==> config.mk <==
export PLATFORM = sky130hd
export DESIGN_NAME = quad_dac_regif
export DESIGN_NICKNAME = d
export VERILOG_FILES = /design/src/rtl/dacif_pkg.sv /design/src/rtl/dacif_sync.sv /design/src/rtl/dacif_edge.sv /design/src/rtl/dacif_chan_reg.sv /design/src/rtl/quad_dac_regif.sv
export SDC_FILE = /design/constraint.sdc
export NUM_CORES = 1
export LEC_CHECK = 0
export BUFFER_PORTS_ARGS = -buffer_cell sky130_fd_sc_hd__buf_2
export CAP_MARGIN = 20
export CELL_PAD_IN_SITES_DETAIL_PLACEMENT = 1
export CELL_PAD_IN_SITES_GLOBAL_PLACEMENT = 1
export CORE_AREA = 2 2 109 111
export DETAILED_ROUTE_END_ITERATION = 8
export DIE_AREA = 0 0 111 113
export GPL_TIMING_DRIVEN = 0
export PLACE_DENSITY = 0.77
export SYNTH_ARGS = -nofsm -noshare
export SYNTH_HDL_FRONTEND = slang
export SYNTH_SLANG_ARGS = --single-unit
==> constraint.sdc <==
create_clock -name clk -period 4.05 [get_ports clk]
set_clock_uncertainty 0.1 [all_clocks]
set_input_delay 0.81 -clock clk [delete_from_list [all_inputs] [get_ports clk]]
set_output_delay 0.81 -clock clk [all_outputs]
set_load 0.03 [all_outputs]
==> src/rtl/dacif_pkg.sv <==
package dacif_pkg;
  localparam int ADDR_W = 2;
  localparam int NCH    = 1 << ADDR_W;
  // control pins carried through the synchronizer: select, write, transfer, power-down
  localparam int CTRL_W = 4;
endpackage

==> src/rtl/dacif_sync.sv <==
// Two-flop synchronizer with a selectable reset value per bit.
module dacif_sync #(
  parameter int           W       = 1,
  parameter logic [W-1:0] RST_VAL = '0
) (
  input  logic         clk,
  input  logic         arst_n,
  input  logic [W-1:0] d,
  output logic [W-1:0] q
);
  logic [W-1:0] meta_q;

  always_ff @(posedge clk or negedge arst_n) begin
    if (!arst_n) begin
      meta_q <= RST_VAL;
      q      <= RST_VAL;
    end else begin
      meta_q <= d;
      q      <= meta_q;
    end
  end
endmodule

==> src/rtl/dacif_edge.sv <==
// Rising-edge detector on an already synchronized level.
module dacif_edge #(
  parameter logic IDLE = 1'b1
) (
  input  logic clk,
  input  logic rst_n,
  input  logic sig,
  output logic rise
);
  logic dly_q;

  always_ff @(posedge clk or negedge rst_n) begin
    if (!rst_n) dly_q <= IDLE;
    else        dly_q <= sig;
  end

  assign rise = sig & ~dly_q;
endmodule

==> src/rtl/dacif_chan_reg.sv <==
// One channel: staging rank followed by output rank.
module dacif_chan_reg #(
  parameter int W = 12
) (
  input  logic         clk,
  input  logic         rst_n,
  input  logic         we,
  input  logic [W-1:0] wdata,
  input  logic         xfer,
  output logic [W-1:0] stage_q,
  output logic [W-1:0] out_q
);
  logic [W-1:0] stage_nxt;
  logic [W-1:0] out_nxt;

  always_comb begin
    stage_nxt = stage_q;
    if (we) stage_nxt = wdata;
    out_nxt = out_q;
    // forward the write so transparent mode shows it on the same edge
    if (xfer) out_nxt = stage_nxt;
  end

  always_ff @(posedge clk or negedge rst_n) begin
    if (!rst_n) begin
      stage_q <= '0;
      out_q   <= '0;
    end else begin
      stage_q <= stage_nxt;
      out_q   <= out_nxt;
    end
  end
endmodule

==> src/rtl/quad_dac_regif.sv <==
module quad_dac_regif
  import dacif_pkg::*;
#(
  parameter int N = 12
) (
  input  logic              clk,
  input  logic              rst_n,
  input  logic              cs_n,
  input  logic              wr_n,
  input  logic [ADDR_W-1:0] addr,
  input  logic [N-1:0]      data,
  input  logic              gain_sel,
  input  logic              ldac_n,
  input  logic              clr_n,
  input  logic              pd_n,
  output logic [N-1:0]      code_a,
  output logic [N-1:0]      code_b,
  output logic [N-1:0]      code_c,
  output logic [N-1:0]      code_d,
  output logic              gain_x2,
  output logic              pwr_down
);
  localparam int SYNC_W = CTRL_W + ADDR_W + N + 1;
  localparam logic [SYNC_W-1:0] SYNC_RST = {{CTRL_W{1'b1}}, {(SYNC_W-CTRL_W){1'b0}}};

  // reset trees: pins use the plain reset, the register ranks also take the clear
  logic sys_rst_n;
  logic reg_rst_n;
  logic clr_arst_n;

  assign clr_arst_n = rst_n & clr_n;

  dacif_sync #(.W(1), .RST_VAL(1'b0)) u_sys_rst (
    .clk(clk), .arst_n(rst_n), .d(1'b1), .q(sys_rst_n)
  );

  dacif_sync #(.W(1), .RST_VAL(1'b0)) u_reg_rst (
    .clk(clk), .arst_n(clr_arst_n), .d(1'b1), .q(reg_rst_n)
  );

  // pin synchronization
  logic [SYNC_W-1:0] pins_raw;
  logic [SYNC_W-1:0] pins_s;
  logic              cs_s, wr_s, ldac_s, pd_s, gain_s;
  logic [ADDR_W-1:0] addr_s;
  logic [N-1:0]      data_s;

  assign pins_raw = {cs_n, wr_n, ldac_n, pd_n, addr, data, gain_sel};

  dacif_sync #(.W(SYNC_W), .RST_VAL(SYNC_RST)) u_pin_sync (
    .clk(clk), .arst_n(sys_rst_n), .d(pins_raw), .q(pins_s)
  );

  assign {cs_s, wr_s, ldac_s, pd_s, addr_s, data_s, gain_s} = pins_s;

  // write strobe edge and accept qualification
  logic wr_rise;
  logic wr_acc;
  logic xfer;

  dacif_edge #(.IDLE(1'b1)) u_wr_edge (
    .clk(clk), .rst_n(sys_rst_n), .sig(wr_s), .rise(wr_rise)
  );

  assign wr_acc = wr_rise & ~cs_s & pd_s;
  assign xfer   = ~ldac_s;

  // channel ranks
  logic [NCH*N-1:0] in_flat;
  logic [NCH*N-1:0] dac_flat;

  for (genvar ch = 0; ch < NCH; ch++) begin : g_chan
    logic ch_we;
    assign ch_we = wr_acc && (addr_s == ADDR_W'(ch));

    dacif_chan_reg #(.W(N)) u_chan (
      .clk     (clk),
      .rst_n   (reg_rst_n),
      .we      (ch_we),
      .wdata   (data_s),
      .xfer    (xfer),
      .stage_q (in_flat[ch*N +: N]),
      .out_q   (dac_flat[ch*N +: N])
    );
  end

  // gain bit shares the two-rank structure, written on every accepted write
  logic gain_stage;

  dacif_chan_reg #(.W(1)) u_gain (
    .clk     (clk),
    .rst_n   (reg_rst_n),
    .we      (wr_acc),
    .wdata   (gain_s),
    .xfer    (xfer),
    .stage_q (gain_stage),
    .out_q   (gain_x2)
  );

  assign code_a   = dac_flat[0*N +: N];
  assign code_b   = dac_flat[1*N +: N];
  assign code_c   = dac_flat[2*N +: N];
  assign code_d   = dac_flat[3*N +: N];
  assign pwr_down = ~pd_s;
endmodule

Word-level counts from Yosys, hierarchy flattened. Index checks and enable logic that the tools add are counted.

Register bits after elaboration: 141. Latch bits: 0. Memory bits (writable): 0. ROM bits: 0. Input port bits: 22. Output and inout bits: 50. Word-level logic and storage cells: 37. Memories kept: 0.

$add $sub $neg: 0. $mul: 0. Div/mod/pow operators: 0. $lt $le $gt $ge: 0. Eq/ne operators: 3. Shift-type cells: 0. Multiplexer cells: 5. Bitwise gates (word level): 7. Reduce and logical (&&, ||, !) cells: 5.

Operators with widths (count): 12-bit two-way mux (4); 1-bit bitwise AND (4); 2-bit equality test (second input constant) (2); 1-bit logical AND (4); 1-bit inverter (3); 2-bit by 1-bit equality test with 1-bit output (second input constant) (1); 2-bit logical NOT (1); 1-bit two-way mux (1).

Depth between registers and ports, before layout.
Depth after elaboration: 6. Gate-level depth with buffers: 6. Depth with buffers taken out: 3.

By module. A second synthesis with hierarchy kept.

Cells, all modules: 261. Area total of the unflattened synthesis: 4964.8 um^2.

Modules (own cells, without submodules): dacif_chan_reg at g_chan[0].u_chan ... (times used 4, cells each 50, area each 928.4 um^2); dacif_sync at u_pin_sync (times used 1, cells each 38, area each 960.9 um^2); dacif_sync at u_reg_rst ... (times used 2, cells each 2, area each 50.0 um^2); dacif_chan_reg at u_gain (times used 1, cells each 4, area each 80.1 um^2); quad_dac_regif (times used 1, cells each 13, area each 70.1 um^2); dacif_edge (times used 1, cells each 2, area each 40.0 um^2).

Worst setup path before layout. No wires, ideal clock.

Path type: register to register. From: register u_pin_sync.q[18]. To: register u_gain.out_q. Setup time: 0.125 ns. Data arrival time: 1.388 ns. Required time: 3.825 ns. Path slack: 2.437 ns. Cell stages (with the launch flop): 5. Cell sequence: dfstp_2 -> nand4bb_1 -> buf_2 -> mux2_4 -> mux2_2.

Longest elaborated chain between the ends: 4.

RTL lines: from (decl) (RTL line dacif_sync.sv:9) `output logic [W-1:0] q`; from (signal assigned) (RTL line dacif_sync.sv:19) `q <= meta_q;`; 1-bit inverter (RTL line quad_dac_regif.sv:65) `assign wr_acc = wr_rise & ~cs_s & pd_s;`; 1-bit bitwise AND (2 in a row) (RTL line quad_dac_regif.sv:65); 1-bit two-way mux (RTL line dacif_chan_reg.sv:18) `if (we) stage_nxt = wdata;`; net u_gain.stage_nxt (RTL line dacif_chan_reg.sv:13) `logic [W-1:0] stage_nxt;`; to (signal assigned) (RTL line dacif_chan_reg.sv:30) `out_q <= out_nxt;`; to (decl) (RTL line dacif_chan_reg.sv:11) `output logic [W-1:0] out_q`.

The timed path passes the listed nets, and every way through them passes these cells. A chain may end at the register's enable or synchronous reset.

Worst setup path in the final report.
From: register u_pin_sync.q[15]. To: output pwr_down.

Longest elaborated chain between the ends: 1.

RTL lines: 1-bit inverter (RTL line quad_dac_regif.sv:104) `assign pwr_down = ~pd_s;`; to (decl) (RTL line quad_dac_regif.sv:21) `output logic pwr_down`.

No other way between the ends.

==> results.sh <==
export IMPL_p_clk_share_pct=39.1
export IMPL_io_pins=72
export IMPL_hold_viol_final=0
export IMPL_cts_sinks=141
export IMPL_power_leakage_nw=2.85
export IMPL_grt_setup_unrepaired="false"
export IMPL_cp_end_kind="output port"
export IMPL_htreeDepth=4
export IMPL_clkSlewWorstSetupHoldPaths_ps=60
export IMPL_synthAdderAreaFrac_pct=0
export IMPL_n_antenna_cell=0
export IMPL_coreArea_mm2=0.0113
export IMPL_slew_viol_final=0
export IMPL_synth_top_family_by_area="compound AO/OA/AOI/OAI gates"
export IMPL_area_growth_pct=22.4
export IMPL_core_rowCount=39
export IMPL_ys_warn_count=0
export IMPL_peakVddDrop_mv=0.312
export IMPL_regToRegSetupSlack_ps=2050
export IMPL_relSlewSlack_pct=50.9
export IMPL_tns_ps=0
export IMPL_die_area_mm2=0.0125
export IMPL_crit_type="register to output port"
export IMPL_intPower_w=0.00265
export IMPL_combPwrFrac_pct=15.2
export IMPL_synth_mux_area_share_pct=0.509
export IMPL_cts_buffer_depth=2
export IMPL_ys_seq_elements=141
export IMPL_ant_nets=0
export IMPL_setup_viol=0
export IMPL_grt_total_usage_pct=24.0
export IMPL_grt_pass1_wl_um=23100
export IMPL_p_switching_w=0.00108
export IMPL_ys_types=25
export IMPL_numCtsBuffers=17
export IMPL_grt_max_degree=65
export IMPL_place_gp_congestion=0.841
export IMPL_tightest_slew_ps=737
export IMPL_fillers=1179
export IMPL_drcViolationCount=0
export IMPL_cts_tree="done"
export IMPL_die_h_um=113
export IMPL_grt_use_met3_pct=4.93
export IMPL_grtUsageMet2_pct=40.5
export IMPL_postSynthAreaPerCell_um2=12.5
export IMPL_drt_iter0_markers=301
export IMPL_syn_cell_area_mm2=0.00516
export IMPL_maxCapViolCount=0
export IMPL_yosys_area_share_xor_xnor_pct=0
export IMPL_grt_overflow=0
export IMPL_post_route_min_period_ps=2050
export IMPL_dr_total_vias=3836
export IMPL_clockRootBuffer="clkbuf_16"
export IMPL_dr_pass1_iters=4
export IMPL_drt_wirelength_per_cell_um=21.7
export IMPL_post_dp_hpwl_um=9860
export IMPL_outcome="finished clean"
export IMPL_numPortBuffers=71
export IMPL_cp_required_ps=3140
export IMPL_startpoint_type="register"
export IMPL_grt_busiest_layer="met2"
export IMPL_max_freq_ghz=0.487
export IMPL_pwr_density_cell_mw_per_mm2=590
export IMPL_switching_share_pct=29.0
export IMPL_worstSkewPairLatency_ps=410
export IMPL_seq_power_share_pct=45.7
export IMPL_cts_resized=0
export IMPL_synth_compound_area_share_pct=23.6
export IMPL_fin_hold_ws_ps=79.4
export IMPL_drive_above_1_share_pct=24.9
export IMPL_max_stage_delay_ps=540
export IMPL_finalNetCount=527
export IMPL_postCtsSetupBuffers=0
export IMPL_viasPerCell=5.80
export IMPL_ys_seq_area_share_pct=68.6
export IMPL_grt_pass1_vias=4220
export IMPL_start_util_pct=45.8
export IMPL_die_w_um=111
export IMPL_cp_cell_sequence="inv_1 -> buf_2"
export IMPL_hold_path_class="input pin to asynchronous set/reset pin"
export IMPL_postCtsHoldBufs=0
export IMPL_synthSimpleGateAreaFrac_pct=3.30
export IMPL_syn_inst=412
export IMPL_critPathMaxFanout=3
export IMPL_critPathArrivalTime_ps=1140
export IMPL_slowest_stage="dfstp_2"
export IMPL_drt_wl_total_um=14400
export IMPL_use_met1_pct=31.8
export IMPL_antenna_found_initial=0
export IMPL_fin_crit_sh_pct=50.7
-- worst max-delay path, delay by kind of cell (launching register included) --
family	cells	cell delay, ps
buffers and inverters	2	200
DFF	1	540
-- stage by stage --
stage / setup slack [ps] / cell area (um2) / utilization (%) / power, W / std cells
2_1_floorplan: 958 / 5170 / - / 0.00209 / 413
3_3_place_gp: -90.2 / 5700 / 50.6 / 0.00225 / 627
3_5_place_dp: 2080 / 5760 / 51.1 / 0.00229 / 629
4_1_cts: 1980 / 6320 / 56.1 / 0.00375 / 661
5_1_grt: 1940 / 6320 / 56.1 / 0.00388 / 661
6_report: 2000 / 6320 / 56.1 / 0.00373 / 661
-- power groups by stage --
stage	sequential [W]	clock [W]	combinational, W
final	0.00171	0.00146	0.000567
after global routing	0.00173	0.00155	0.000613
after CTS	0.00171	0.00148	0.000570
after detailed placement	0.00173	0	0.000563
after global placement	0.00173	0	0.000518
after floorplan	0.00185	0	0.000234
-- final cells by class --
type / count / area (um2) / area share, %
Clock buffer: 18 / 439 / 6.95
Sequential cell: 141 / 3540 / 56.1
Clock inverter: 14 / 121 / 1.92
Buffer: 37 / 151 / 2.40
Inverter: 14 / 52.6 / 0.832
Timing Repair Buffer: 73 / 410 / 6.49
Tap cell: 143 / 179 / 2.83
Multi-Input combinational cell: 221 / 1420 / 22.5
-- registers in the layout (all words and copies together), names as in the netlist --
register	flops
u_wr_edge.dly_q	1
u_gain.out_q	1
u_reg_rst.meta_q	1
u_reg_rst.q	1
g_chan.u_chan.stage_q	48
u_sys_rst.meta_q	1
g_chan.u_chan.out_q	48
u_gain.stage_q	1
u_pin_sync.meta_q	19
u_sys_rst.q	1
u_pin_sync.q	19
-- worst paths after layout --
check | endpoint | startpoint | cells past startpoint
min in group clk | u_pin_sync.q[1]$_DFF_PN0_ | u_pin_sync.meta_q[1]$_DFF_PN0_ | 0
max | pwr_down | u_pin_sync.q[15]$_DFF_PN1_ | 2
max reg2reg | g_chan[3].u_chan.out_q[10]$_DFFE_PN0N_ | u_pin_sync.q[18]$_DFF_PN1_ | 5
min | u_sys_rst.q$_DFF_PN0_ | rst_n | 1
max in group asynchronous | g_chan[1].u_chan.stage_q[6]$_DFF_PN0_ | u_reg_rst.q$_DFF_PN0_ | 1
min reg2reg | u_gain.stage_q$_DFF_PN0_ | u_reg_rst.q$_DFF_PN0_ | 0
-- per-layer routing --
| layer | routed length (um) | part of all wire [%] | up-vias |
|---|---|---|---|
| li1 | - | - | 1711 |
| met1 | 6410 | 45 | 2007 |
| met2 | 7130 | 50 | 105 |
| met3 | 625 | 4.3 | 13 |
| met4 | 195 | 1.4 | 0 |
| met5 | 0 | 0 | - |
-- layout by cell type, fill, tap and decap left out, types with 3 or more instances in the layout --
master and count:
o21ai_1 70, clkinvlp_4 6, clkbuf_16 17, a2bb2oi_1 44
nand3_1 14, a31oi_1 36, nor2_1 5, clkbuf_1 24
inv_1 13, buf_2 81, clkinv_2 4, dfstp_2 9
o21a_1 10, buf_1 3, o31ai_1 22, nand2_1 6
dfrtp_1 131
-- Yosys cell counts --
master | n | area (um2)
and2_1 | 1 | 6.26
inv_1 | 13 | 48.8
inv_2 | 1 | 3.75
conb_1 | 1 | 3.75
buf_1 | 3 | 11.3
clkbuf_1 | 24 | 90.1
or2_2 | 1 | 6.26
o31a_1 | 2 | 17.5
mux2_2 | 1 | 11.3
o21ai_1 | 70 | 350
dfstp_2 | 9 | 236
o21a_1 | 10 | 75.1
nor4bb_1 | 1 | 10.0
o31ai_1 | 22 | 165
nor2_1 | 5 | 18.8
nor2b_1 | 2 | 12.5
a31oi_1 | 36 | 225
a2bb2oi_1 | 44 | 385
dfrtp_1 | 132 | 3300
nand4bb_1 | 1 | 11.3
nand3_1 | 14 | 70.1
nand2b_1 | 2 | 12.5
buf_2 | 10 | 50.1
mux2_4 | 1 | 15.0
nand2_1 | 6 | 22.5
-- kinds of logic (layout without fill, tap and decap cells) --
group,after synthesis,in the layout
other,1,2
AOI/OAI and AO/OA,184,184
and+or+nand+nor,33,33
muxes,2,2
buffers and inverters,51,156
DFF,141,141
Note: power is estimated with default switching activity, not from simulation.
